`src/rtl/uart_sleep_rx.sv`:
```
module uart_sleep_rx #(
  parameter int OVS = 16
) (
  input  logic       clk,
  input  logic       rst_n,
  input  logic       tick16,
  input  logic       rxd,
  input  logic       wr_en,
  input  logic       rd_en,
  input  logic [1:0] addr,
  input  logic [7:0] wdata,
  output logic [7:0] rdata,
  output logic       irq,
  output logic       rts_n
);
  localparam int CW = $clog2(OVS);
  localparam logic [CW-1:0] MID  = CW'(OVS / 2 - 1);
  localparam logic [CW-1:0] LAST = CW'(OVS - 1);

  typedef enum logic [1:0] {IDLE, START, BITS} st_t;
  st_t st;

  logic [1:0] sync;
  logic       rx_s, rx_d;
  logic       en, sleep, two_stop;
  logic [1:0] len, par;
  logic [CW-1:0] cnt;
  logic [3:0] idx;
  logic [8:0] sh, rbuf;
  logic       par_acc, pe_hit, ferr;
  logic       rc, oe, fe, pe, sum;

  assign rx_s = sync[1];

  logic [3:0] nbits, total;
  logic       pen, samp, last, accept, ferr_f;
  logic       ctrl_wr, rd_lo;
  logic [8:0] word;

  assign nbits   = (len == 2'd0) ? 4'd7 : (len == 2'd2) ? 4'd9 : 4'd8;
  assign pen     = (par == 2'd1) || (par == 2'd2);
  assign total   = nbits + {3'b0, pen} + 4'd1 + {3'b0, two_stop};
  assign samp    = (st == BITS) && tick16 && (cnt == LAST);
  assign last    = samp && (idx == total - 4'd1);
  assign ferr_f  = ferr | ~rx_s;
  assign accept  = last && !(sleep && !sh[8]);
  assign ctrl_wr = wr_en && (addr == 2'd0);
  assign rd_lo   = rd_en && (addr == 2'd1);
  assign rts_n   = !(en && st == IDLE);

  always_comb begin
    case (len)
      2'd0:    word = {2'b0, sh[8:2]};
      2'd2:    word = sh;
      default: word = {1'b0, sh[8:1]};
    endcase
  end

  always_comb begin
    case (addr)
      2'd0:    rdata = {1'b0, sleep, two_stop, par, len, en};
      2'd1:    rdata = rbuf[7:0];
      2'd2:    rdata = {7'b0, rbuf[8]};
      default: rdata = {3'b0, sum, pe, fe, oe, rc};
    endcase
  end

  always_ff @(posedge clk or negedge rst_n) begin
    if (!rst_n) begin
      sync <= 2'b11;
      rx_d <= 1'b1;
    end else begin
      sync <= {sync[0], rxd};
      rx_d <= rx_s;
    end
  end

  always_ff @(posedge clk or negedge rst_n) begin
    if (!rst_n) begin
      en <= 1'b0; sleep <= 1'b0; two_stop <= 1'b0;
      len <= 2'd1; par <= 2'd0;
    end else if (ctrl_wr) begin
      en    <= wdata[0];
      sleep <= wdata[6];
      if (!en) begin
        len      <= wdata[2:1];
        par      <= wdata[4:3];
        two_stop <= wdata[5];
      end
    end
  end

  always_ff @(posedge clk or negedge rst_n) begin
    if (!rst_n) begin
      st <= IDLE; cnt <= '0; idx <= '0; sh <= '0;
      par_acc <= 1'b0; pe_hit <= 1'b0; ferr <= 1'b0;
    end else if (!en || (ctrl_wr && !wdata[0])) begin
      st <= IDLE;
    end else begin
      case (st)
        IDLE: if (rx_d && !rx_s) begin
          st  <= START;
          cnt <= '0;
        end
        START: if (tick16) begin
          if (cnt == MID) begin
            cnt <= '0;
            if (!rx_s) begin
              st <= BITS; idx <= '0;
              par_acc <= 1'b0; pe_hit <= 1'b0; ferr <= 1'b0;
            end else begin
              st <= IDLE;
            end
          end else begin
            cnt <= cnt + 1'b1;
          end
        end
        BITS: if (tick16) begin
          cnt <= cnt + 1'b1;
          if (cnt == LAST) begin
            cnt <= '0;
            idx <= idx + 4'd1;
            if (idx < nbits) begin
              sh      <= {rx_s, sh[8:1]};
              par_acc <= par_acc ^ rx_s;
            end else if (pen && idx == nbits) begin
              pe_hit <= (par_acc ^ rx_s) != (par == 2'd2);
            end else if (!rx_s) begin
              ferr <= 1'b1;
            end
            if (last) st <= IDLE;
          end
        end
        default: st <= IDLE;
      endcase
    end
  end

  always_ff @(posedge clk or negedge rst_n) begin
    if (!rst_n) begin
      rc <= 1'b0; oe <= 1'b0; fe <= 1'b0; pe <= 1'b0; sum <= 1'b0;
      rbuf <= '0; irq <= 1'b0;
    end else begin
      irq <= 1'b0;
      if (ctrl_wr && !wdata[0]) begin
        rc <= 1'b0; oe <= 1'b0; fe <= 1'b0; pe <= 1'b0; sum <= 1'b0;
      end else if (accept) begin
        rbuf <= word;
        rc   <= 1'b1;
        irq  <= !rc;
        oe   <= oe | rc;
        fe   <= ferr_f;
        pe   <= pe_hit;
        sum  <= sum | rc | ferr_f | pe_hit;
      end else if (rd_lo) begin
        rc <= 1'b0; fe <= 1'b0; pe <= 1'b0;
      end
    end
  end
endmodule


```
`config.mk`:
```
export PLATFORM = sky130hd
export DESIGN_NAME = uart_sleep_rx
export DESIGN_NICKNAME = d
export VERILOG_FILES = /design/src/rtl/uart_sleep_rx.sv
export SDC_FILE = /design/constraint.sdc
export NUM_CORES = 1
export LEC_CHECK = 0
export BUFFER_PORTS_ARGS = -buffer_cell sky130_fd_sc_hd__buf_4
export CAP_MARGIN = 25
export CORE_MARGIN = 3
export CORE_UTILIZATION = 60
export DETAILED_ROUTE_END_ITERATION = 10
export GPL_TIMING_DRIVEN = 0
export PLACE_DENSITY = 0.89
export SLEW_MARGIN = 20
export SYNTH_ARGS = -nofsm -noshare
export SYNTH_HDL_FRONTEND = slang
export SYNTH_SLANG_ARGS = --single-unit
export TNS_END_PERCENT = 5
```
`constraint.sdc`:
```
create_clock -name clk -period 4.7 [get_ports clk]
set_clock_uncertainty 0.05 [all_clocks]
set_input_delay 0.235 -clock clk [delete_from_list [all_inputs] [get_ports clk]]
set_output_delay 0.235 -clock clk [all_outputs]
set_load 0.005 [all_outputs]
```
Word-level counts from Yosys, hierarchy flattened
Index checks and enable logic that the tools add are counted. Widths: inputs -> output; s select.

Reduce and logical (&&, ||, !) cells: 36. Eq/ne operators: 29. Add/subtract/negate cells: 6. Multiplexer cells: 56. Bitwise gates (word level): 10. Magnitude comparators: 1.

Operators with widths (count): $mux 4 (11); $mux 1 (29); $pmux 8 s3 (1); $pmux 9 s2 (1); $mux 2 (8); $ne 2x2->1 const B (7); $add 4x1->4 const B (3); $pmux 4 s3 (1); $logic_and 1x1->1 (11); $reduce_and 10->1 (1); $reduce_and 5->1 (2); $reduce_and 9->1 (1); $add 4x1->4 (2); $eq 2x2->1 const B (4); $eq 4x4->1 (2); $ne 2x1->1 const B (4); $pmux 4 s2 (1); $reduce_and 8->1 (1); $logic_not 1->1 (7); $reduce_and 7->1 (1); $eq 2x1->1 const B (3); $logic_not 2->1 (3); $ne 3x1->1 const B (2); $ne 3x2->1 const B (2); 16 further kinds (30).

Input port bits: 16. Logic and storage cells: 159. Bits in registers: 47. Output and inout bits: 10.

Longest topological paths before layout
Gate-level depths: netlist of the first run.

Depth in word-level cells: 14. Gate-level depth with buffers: 11. Mapped depth without buffers: 9.

Worst setup path before layout of the first run
No wires, ideal clock.

Kind: register -> register. Start point: reg len[0]. End point: reg sh[0]. Cell stages (with the launch flop): 10. Buffers on the path: 2. Setup time: 125 ps. Period minus slack after synthesis: 2778 ps. Data arrival time: 2604 ps. Slack: 1922 ps. Data required time: 4525 ps. Path through: dfstp_2 > clkbuf_1 > buf_1 > or2_2 > inv_1 > ha_1 > a21oi_1 > o21ai_0 > nor2_2 > mux2_2.

Word-level cells in the longest chain between the ends: 5. Elaborated cells between the ends (all ways): 6. Those cells by class: order compare: 1; eq/ne: 1; mux: 2; reduce/logical: 2.

RTL lines: start: declaration (line 26) `logic [1:0] len, par;`; start signal: assignment (line 86) `len <= wdata[2:1];`; $eq 2x2->1 (line 40) `assign nbits = (len == 2'd0) ? 4'd7 : (len == 2'd2) ? 4'd9 : 4'd8;`; $mux 1 (line 40); $mux 4 (*) (line 40); $lt 4x4->1 (*) (line 123) `if (idx < nbits) begin`; $reduce_and 5->1 (no source line) (*); end signal: assignment (line 124) `sh <= {rx_s, sh[8:1]};`; end: declaration (line 29) `logic [8:0] sh, rbuf;`.

Mark *: on every way between the ends. The rest lies on a longest branch, timed or not. A chain may end at the register's enable or synchronous reset.

Worst setup path in the final report of the first run
Start point: reg len[0]. End point: reg rbuf[7].

Word-level cells in the longest chain between the ends: 11. Elaborated cells between the ends (all ways): 13. Those cells by class: add/sub: 4; eq/ne: 2; mux: 3; reduce/logical: 4.

RTL lines: $eq 2x2->1 (line 40, 52); $mux 1 (line 40); $mux 4 (line 40); $add 4x1->4 (3 in series) (line 42) `assign total = nbits + {3'b0, pen} + 4'd1 + {3'b0, two_stop};`; $sub 4x1->4 (line 44) `assign last = samp && (idx == total - 4'd1);`; $eq 4x4->1 (line 44); $logic_and 1x1->1 (line 44); $logic_and 1x1->1 (line 46) `assign accept = last && !(sleep && !sh[8]);`; $reduce_and 2->1 (no source line); end signal: assignment (line 148) `rbuf <= word;`; end: declaration (line 29).

Parallel ways exist; a longest one is shown, timed or not.

==> results of run 1 <==
[sequential cells by signal (all words and copies together), names as in the netlist]
register	flops
oe	1
sh	9
sync	2
idx	4
pe	1
en	1
rc	1
par_acc	1
two_stop	1
sum	1
ferr	1
rx_d	1
st	2
par	2
rbuf	9
fe	1
sleep	1
cnt	4
len	2
pe_hit	1
irq	1
[cell type report]
cell class	count	area, µm²
Sequential cell	47	1181
Clock inverter	3	20.02
Tap cell	50	62.56
Inverter	11	41.29
Fill cell	306	1146
Clock buffer	5	68.82
Buffer	10	53.80
Timing Repair Buffer	25	192.7
Multi-Input combinational cell	200	1378
[routing by layer]
metal	wire (µm)	global-route usage [%]	up-vias
met3	253	4.571	8
met5	0	0	-
li1	-	-	1010
met2	2851	37.41	48
met1	2396	28.70	1031
met4	54	6.967	0
[power by group through the flow]
| stage | clock network [mW] | logic [mW] | registers, mW |
|---|---|---|---|
| floorplan | 0 | 0.281 | 0.486 |
| global placement | 0 | 0.361 | 0.497 |
| detailed placement | 0 | 0.375 | 0.498 |
| finish | 0.241 | 0.375 | 0.491 |
| global route | 0.260 | 0.420 | 0.497 |
| CTS | 0.245 | 0.377 | 0.490 |
[through the flow]
step | area, µm² | worst slack (ns) | cells | power (mW)
after floorplan | 2654 | 1.922 | 268 | 0.7670
after global placement | 2889 | 1.394 | 341 | 0.8576
after detailed placement | 2889 | 1.314 | 341 | 0.8728
after CTS | 2998 | 1.302 | 351 | 1.112
after global routing | 2998 | 1.004 | 351 | 1.177
final | 2998 | 1.302 | 351 | 1.107
[final timing paths]
check	startpoint	to	slack, ns	cells past startpoint
max	len[0]	rbuf[7]	1.30	11
min	wdata[5]	two_stop	0.09	3
max reg2reg	len[0]	rbuf[7]	1.30	11
min reg2reg	sync[0]	sync[1]	0.31	0
max in group asynchronous	rst_n	sh[6]	3.78	2
min in group asynchronous	rst_n	cnt[3]	0.42	2
[synth_stat cells, drive strengths merged (2+ instances only)]
cell type	n
a21oi	14
a22o	2
a41oi	2
and3	3
buf	5
clkbuf	5
dfrtp	43
dfstp	4
ha	13
inv	11
mux2	15
mux2i	16
nand2	29
nand2b	4
nand3	16
nand4b	2
nor2	21
nor2b	3
nor3	4
o21a	2
o21ai	24
o2bb2ai	2
or2	3
or4b	2
xnor2	4
xor2	2
[logic make-up (layout without fill, tap and decap cells)]
| logic type | Yosys count | in the layout | share of synthesized area, % |
|---|---|---|---|
| xor+xnor | 6 | 6 | 1.980 |
| flops | 47 | 47 | 44.51 |
| compound gates | 53 | 53 | 11.65 |
| fa+ha+maj | 14 | 14 | 6.884 |
| mux | 32 | 32 | 13.39 |
| buf+inv | 21 | 54 | 3.583 |
| simple gates | 95 | 95 | 18.01 |
[worst register-to-register path: cells and delay by family (launching register included)]
kind	cells	cell delay (ns)
xor gates and xnor gates	1	0.16
and+or+nand+nor	4	1.19
DFF	1	0.55
AOI/OAI and AO/OA	1	0.09
buffers and inverters	4	1.02
adders and majority gates	1	0.21
==> impl_metrics.py, run 1 <==
metrics = {
    "status": {
        "status": "finished, final reports clean",
    },
    "synth": {
        "syn_avg_cell_area_um2": 9.902,
        "synth.distinct_cells": 47,
        "netlist.area_leader.share_pct": 40.55,
        "yosysSeqAreaShare_pct": 44.51,
        "synth-seq-cells": 47,
        "async_flop_share_pct": 100.0,
        "synth_area_leader_cell": "dfrtp_1",
        "synthCells": 268,
        "ys.flop_type": "dfrtp_1",
        "ys_warn_count": 0,
        "synth_edf_count": 0,
        "syn-cell-area_um2": 2654,
        "synth_fp_nets": 298,
        "synth_area_leaders": "dfrtp_1 41%, mux2_2 6.4%, ha_1 6.1%",
    },
    "grt": {
        "grt_pass1_vias": 1972,
        "grt_max_degree": 48,
        "grt_pass1_wl_um": 8983,
        "overflow": 0,
        "track_usage_pct": 22.15,
        "grt_antenna_before_repair": 0,
    },
    "floorplan": {
        "die-area_um2": 5257,
        "dieWidth_um": 72.51,
        "core_area_um2": 4144,
        "num_rows": 23,
        "initial_core_util_pct": 64.04,
        "ios": 26,
        "die_y_um": 72.51,
    },
    "clock_network": {
        "post_cts_buffers": 0,
        "insertion_delay_ns": 0.31,
        "holdBufCountCts": 2,
        "cts_sinks": 47,
        "cts_buffers": 5,
        "cts_resized": 0,
        "htreeDepth": 2,
        "clk_path_buf_depth": 2,
        "cts_tree": "yes",
        "cts_root_buf": "clkbuf_8",
        "cts.clk_slew.worst_paths_ns": 0.09,
    },
    "pwr": {
        "power_density_nw_per_um2": 369.3,
        "p_seq_share_pct": 44.3,
        "combinationalPowerShare_pct": 33.9,
        "internal_power_mw": 0.7188,
        "p_clk_share_pct": 21.8,
        "switching_share_pct": 35.07,
        "max-vdd-ir-drop_mv": 0.2561,
        "p_sw_mw": 0.3882,
        "leakage_nw": 1.409,
    },
    "placed_design": {
        "gp_congestion": 0.8779,
        "portBuffers": 23,
        "hpwl_um": 4079,
    },
    "worst_setup_path": {
        "crit_family": "simple AND/OR/NAND/NOR gates",
        "crit_slowest_cell": "nor4_2",
        "critical_path.endpoint_type": "register",
        "crit_chain": "clkbuf_1 -> buf_1 -> or2_2 -> inv_1 -> ha_1 -> xor2_1 -> nor4_2 -> nand4_1 -> clkbuf_1 -> nand2_1 -> o21ai_0",
        "worst-setup-path-type": "reg -> reg",
        "cp_max_fo": 10,
        "crit_top_cell": "clkbuf_1",
        "cp.required_ns": 4.83,
        "cp-start-kind": "register",
        "critPathArrivalTime_ns": 3.53,
        "slowest_delay_ns": 0.60,
        "cp.buffers_inverters": 4,
    },
    "sta": {
        "setup_viol": 0,
        "worstMarginPinSlew_ns": 0.6481,
        "slew_headroom_pct": 56.43,
        "fin_crit_ns": 3.398,
        "max_freq_mhz": 294.3,
        "tns_ns": 0,
        "post-route-period-util_pct": 72.30,
        "finalHoldViolations": 0,
        "rsz0062_at_grt": "no",
        "hold_ws_ns": 0.08591,
        "drv_slew": 0,
    },
    "drt": {
        "drc_errors": 0,
        "wl_um": 5555,
        "ant_nets": 0,
        "wl_per_cell_um": 15.83,
        "viasPerCell": 5.974,
        "drt_pass1_iterations": 5,
        "drtIter0Drc": 192,
        "vias": 2097,
    },
    "finish": {
        "syn2layout_area_growth_pct": 12.97,
        "drive_gt1_share_pct": 19.93,
        "final_net_count": 330,
        "final_cell_mix": "43 x dfrtp_1, 29 x nand2_1, 24 x o21ai_0",
        "final_common_cell": "dfrtp_1",
        "diodes": 0,
        "fin_util_pct": 72.34,
    },
    "min_path": {
        "hold_path.class": "in -> reg",
    },
    "job": {
        "drv_cap": 0,
    },
}
(Power assumes the default switching activity.)
==> inputs of run 2 (changes only) <==
CORE_UTILIZATION = 53   (was 60)
PLACE_DENSITY = 0.84   (was 0.89)
clock period = 3 ns   (was 4.7 ns; I/O delays follow)
==> run 2 against run 1 <==
Compared with the run above: clock power grew 97%; final cell count grew 4.8%; setup slack lost 1.1 ns; first-iteration DRC count shrank 43%; wire length shrank 3.1%; power grew 68%; die area grew 12%; combinational power grew 58%; global-route usage shrank 2.7 points; critical path type unchanged.
==> impl_metrics.py, run 2 (synthesis results as in run 1) <==
metrics = {
    "status": {
        "status": "finished, final reports clean",
    },
    "placed_design": {
        "portBuffers": 23,
        "place_inst": 358,
        "hpwl_um": 3993,
        "gp_congestion": 0.8421,
        "placed_area_um2": 2910,
    },
    "sta": {
        "drv_slew": 0,
        "post-route-period-util_pct": 94.43,
        "slew_headroom_pct": 56.78,
        "finalHoldViolations": 0,
        "worstMarginPinSlew_ns": 0.6459,
        "max_freq_mhz": 353.0,
        "hold_ws_ns": 0.02103,
        "setup_viol": 0,
        "fin_crit_ns": 2.833,
    },
    "floorplan": {
        "dieWidth_um": 76.76,
        "die-area_um2": 5892,
        "ios": 26,
        "num_rows": 25,
        "core_area_um2": 4786,
        "die_y_um": 76.76,
        "initial_core_util_pct": 55.45,
    },
    "finish": {
        "diodes": 0,
        "final_cell_mix": "43 x dfrtp_1, 29 x nand2_1, 24 x o21ai_0, 24 x buf_4, 20 x nor2_1",
        "top_regs": "rbuf x9, sh x9",
        "fin_util_pct": 64.29,
        "final_net_count": 330,
        "drive_gt1_share_pct": 21.26,
        "syn2layout_area_growth_pct": 15.94,
        "fin_area_um2": 3077,
        "num-fill-cells": 400,
        "stdcell_count": 368,
        "final_common_cell": "dfrtp_1",
    },
    "pwr": {
        "max-vdd-ir-drop_mv": 0.3858,
        "power_density_nw_per_um2": 605.1,
        "leakage_nw": 1.441,
        "total_power_mw": 1.862,
    },
    "min_path": {
        "worstHoldStart": "wdata[3]",
        "hold_path.class": "in -> reg",
    },
    "drt": {
        "drt_pass1_iterations": 4,
        "viasPerCell": 5.584,
        "drc_errors": 0,
        "wl_per_cell_um": 14.62,
        "drtIter0Drc": 110,
        "wl_um": 5381,
        "vias": 2055,
        "ant_nets": 0,
    },
    "clock_network": {
        "cts_root_buf": "clkbuf_8",
        "cts_sinks": 47,
        "htreeDepth": 2,
        "cts.clk_slew.worst_paths_ns": 0.09,
        "cts_tree": "yes",
        "cts_buffers": 5,
        "insertion_delay_ns": 0.30,
        "clk_path_buf_depth": 2,
    },
    "grt": {
        "grt_max_degree": 48,
        "grt_pass1_wl_um": 9321,
        "grt_pass1_vias": 2004,
        "overflow": 0,
        "track_usage_pct": 19.45,
        "grt_antenna_before_repair": 0,
    },
    "worst_setup_path": {
        "cp_max_fo": 4,
        "worstSetupStartpoint": "par[1]",
        "worst-setup-path-type": "reg -> reg",
        "critPathArrivalTime_ns": 3.01,
        "cp-start-kind": "register",
        "critical_path.endpoint_type": "register",
        "cp.required_ns": 3.18,
        "r2r-start": "par[1]",
    },
    "job": {
        "drv_cap": 0,
    },
}
run 2: changes by cell type in the layout (fill, tap and decap cells not counted), moves of 2 or more:
cell        change
buf_1           -2
buf_2           +2
clkbuf_1        -3
clkinvlp_4      -2
run 2: area by class of cell:
type | count | area [µm²] | share of cell area, %
clock inverter | 3 | 47.55 | 1.545
sequential | 47 | 1181 | 38.39
timing repair buffer | 27 | 210.2 | 6.832
inverter | 11 | 41.29 | 1.342
tap | 67 | 83.83 | 2.725
clock buffer | 5 | 68.82 | 2.237
multi-input combinational | 200 | 1391 | 45.22
buffer | 8 | 52.55 | 1.708
run 2: worst paths after layout:
kind | end | cells past startpoint | slack [ns]
max | st[0] | 8 | 0.17
min | par[0] | 3 | 0.02
max reg2reg | st[0] | 8 | 0.17
min reg2reg | sync[1] | 0 | 0.31
max in group asynchronous | pe | 2 | 2.16
min in group asynchronous | en | 2 | 0.34
run 2: critical path, stage by stage (launching register included):
cell and delay [ns]:
dfrtp_1 0.43, ha_1 0.32, fa_1 0.40, ha_1 0.31, xnor2_1 0.16, nor4_4 0.39, a21oi_1 0.14, nor3_1 0.33
mux2i_1 0.22
run 2: power by group:
part | internal (mW) | switching, mW
sequential | 0.702 | 0.0927
clock | 0.253 | 0.221
combinational | 0.275 | 0.318
run 2: metal layers:
metal,global-route usage [%],vias to the layer above,wire length [µm]
li1,-,1011,-
met1,25.53,1013,2537
met2,32.84,24,2655
met3,3.521,7,128
met4,5.616,0,59
met5,0,-,0
run 2: repair_timing:
item                                    4_1_cts  5_1_grt
resized for setup                             3        7
hold endpoints to repair                     45        0
endpoints found under the setup margin       24       12
hold buffers                                  3        0
buffers inserted                              0        1
pin swaps                                     0        1
run 2: through the flow:
step / setup TNS, ns / setup WS (ns)
after global routing: -0.0004903 / -0.0004903
after floorplan: 0 / 0.2217
after CTS: 0 / 0.1417
final: 0 / 0.1670
after detailed placement: -6.372 / -0.3509
after global placement: -4.506 / -0.2690
==> inputs of run 3 (changes only) <==
==> constraint.sdc (replaced) <==
create_clock -name clk -period 3 [get_ports clk]
set_clock_uncertainty 0.05 [all_clocks]
set_input_delay 0.9 -clock clk [delete_from_list [all_inputs] [get_ports clk]]
set_output_delay 0.9 -clock clk [all_outputs]
set_load 0.005 [all_outputs]
==> run 3 against run 2 <==
Compared with the run above: clock power about the same; register-to-register slack about the same; sequential share of layout area grew 0.36 points; wire length down 0.59%; critical path depth is the same; setup slack better by 0.0042 ns; core utilization is 0.60 points lower; maximum frequency is 0.15% higher; non-clock buffer count is 3 lower; combinational power fell by 0.7%; count of clock-buffer cells in the layout is the same; largest power group unchanged.
==> impl_metrics.py, run 3 (synthesis results as in run 1) <==
metrics = {
    "status": {
        "status": "finished, final reports clean",
    },
    "grt": {
        "grt_pass1_wl_um": 9294,
        "grt_antenna_before_repair": 0,
        "grt_max_degree": 48,
        "track_usage_pct": 19.40,
        "overflow": 0,
        "grt_pass1_vias": 1981,
    },
    "finish": {
        "final_common_cell": "dfrtp_1",
        "final_net_count": 327,
        "drive_gt1_share_pct": 21.81,
        "seq_area_um2": 1181,
        "final_cell_mix": "43 x dfrtp_1, 29 x nand2_1, 24 x o21ai_0, 24 x buf_4, 20 x nor2_1",
        "syn2layout_area_growth_pct": 14.85,
        "multiInputGateArea_um2": 1391,
        "stdcell_count": 365,
        "diodes": 0,
        "num-fill-cells": 402,
        "fin_area_um2": 3048,
        "top_regs": "rbuf x9, sh x9",
    },
    "drt": {
        "wl_per_cell_um": 14.65,
        "routed.top_layer": "met4",
        "viasPerCell": 5.595,
        "drtIter0Drc": 149,
        "drc_errors": 0,
        "wl_met1_um": 2461,
        "ant_nets": 0,
        "routed-wl-met3_um": 180,
        "drt_pass1_iterations": 4,
        "wl_um": 5349,
        "wl_met2_um": 2646,
        "vias": 2042,
    },
    "placed_design": {
        "hpwl_um": 3993,
        "portBuffers": 23,
        "placed_area_um2": 2910,
        "gp_congestion": 0.8421,
        "dpl_worst_slack_ns": -0.3509,
        "place_inst": 358,
    },
    "worst_setup_path": {
        "r2r-start": "par[1]",
        "cp_max_fo": 4,
        "critical_path.endpoint_type": "register",
        "slowest_delay_ns": 0.43,
        "cp.required_ns": 3.18,
        "r2r_setup_slack_ns": 0.17,
        "crit_top_cell": "ha_1",
        "crit_chain": "ha_1 -> fa_1 -> ha_1 -> xnor2_1 -> nor4_4 -> a21oi_1 -> nor3_1 -> mux2i_1",
        "ff2ff_path_depth": 8,
        "cp-start-kind": "register",
        "cp.depth": 8,
        "worstSetupStartpoint": "par[1]",
        "crit_family": "adder cells",
        "cp.buffers_inverters": 0,
        "worst-setup-path-type": "reg -> reg",
        "r2r_end": "st[0]",
        "crit_path_end": "st[0]",
        "crit_slowest_cell": "dfrtp_1",
        "critPathArrivalTime_ns": 3.00,
    },
    "pwr": {
        "combinationalPowerShare_pct": 31.7,
        "total_power_mw": 1.857,
        "internal_power_mw": 1.228,
        "leakage_nw": 1.432,
        "p_sw_mw": 0.6296,
        "p_seq_share_pct": 42.8,
        "switching_share_pct": 33.90,
        "p_clk_share_pct": 25.5,
        "power_density_nw_per_um2": 609.4,
        "max-vdd-ir-drop_mv": 0.3858,
    },
    "sta": {
        "max_freq_mhz": 353.5,
        "fin_crit_ns": 2.829,
        "finalHoldViolations": 0,
        "setup_viol": 0,
        "hold_ws_ns": 0.3140,
        "drv_slew": 0,
        "post-route-period-util_pct": 94.29,
        "worstMarginPinSlew_ns": 0.6309,
        "worst_slack_ns": 0.1712,
        "slew_headroom_pct": 57.79,
    },
    "floorplan": {
        "ios": 26,
        "dieWidth_um": 76.76,
        "num_rows": 25,
        "core_area_um2": 4786,
        "die-area_um2": 5892,
        "die_y_um": 76.76,
        "initial_core_util_pct": 55.45,
    },
    "clock_network": {
        "insertion_delay_ns": 0.30,
        "cts_tree": "yes",
        "cts_buffers": 5,
        "cts.clk_slew.worst_paths_ns": 0.09,
        "holdBufCountCts": 0,
        "cts_sinks": 47,
        "clk_path_buf_depth": 2,
        "cts_root_buf": "clkbuf_8",
        "htreeDepth": 2,
    },
    "min_path": {
        "hold_path.class": "reg -> reg",
        "hold_depth": 0,
    },
    "job": {
        "drv_cap": 0,
    },
}
-- run 3: per-layer routing --
layer / track usage (%) / vias to the layer above
met3: 3.521 / 9
li1: - / 1001
met4: 5.616 / 0
met5: 0 / -
met2: 32.58 / 40
met1: 25.61 / 992
-- run 3: worst min-delay path by stage --
| stage | startpoint | end |
|---|---|---|
| detailed placement | sync[0] | sync[1] |
| finish | sync[0] | sync[1] |
| floorplan | sync[0] | sync[1] |
| global placement | sync[0] | sync[1] |
| CTS | sync[0] | sync[1] |
| global route | sync[0] | sync[1] |
-- run 3: cell type report --
class | instances | share of cell area (%)
Sequential cell | 47 | 38.75
Tap cell | 67 | 2.750
Multi-Input combinational cell | 200 | 45.65
Clock buffer | 5 | 2.258
Clock inverter | 3 | 1.560
Buffer | 8 | 1.765
Timing Repair Buffer | 24 | 5.911
Inverter | 11 | 1.355
-- run 3: what timing repair did --
action,CTS,global route
resized for setup,3,9
endpoints found under the setup margin,24,13
endpoints found under the hold margin,0,0
pin swaps,0,1
gates cloned,0,0
setup buffers,0,1
-- run 3: power groups by stage --
stage	sequential, mW	clock, mW	combinational [mW]
finish	0.795	0.473	0.589
global route	0.806	0.508	0.661
CTS	0.777	0.486	0.601
detailed placement	0.782	0	0.584
global placement	0.778	0	0.565
floorplan	0.761	0	0.441
-- run 3: through the flow --
stage	TNS [ns]	utilization, %
after detailed placement	-6.372	60.81
final	0	63.69
after global placement	-4.506	60.81
after CTS	0	63.48
after global routing	-0.0004903	63.69
after floorplan	0	-
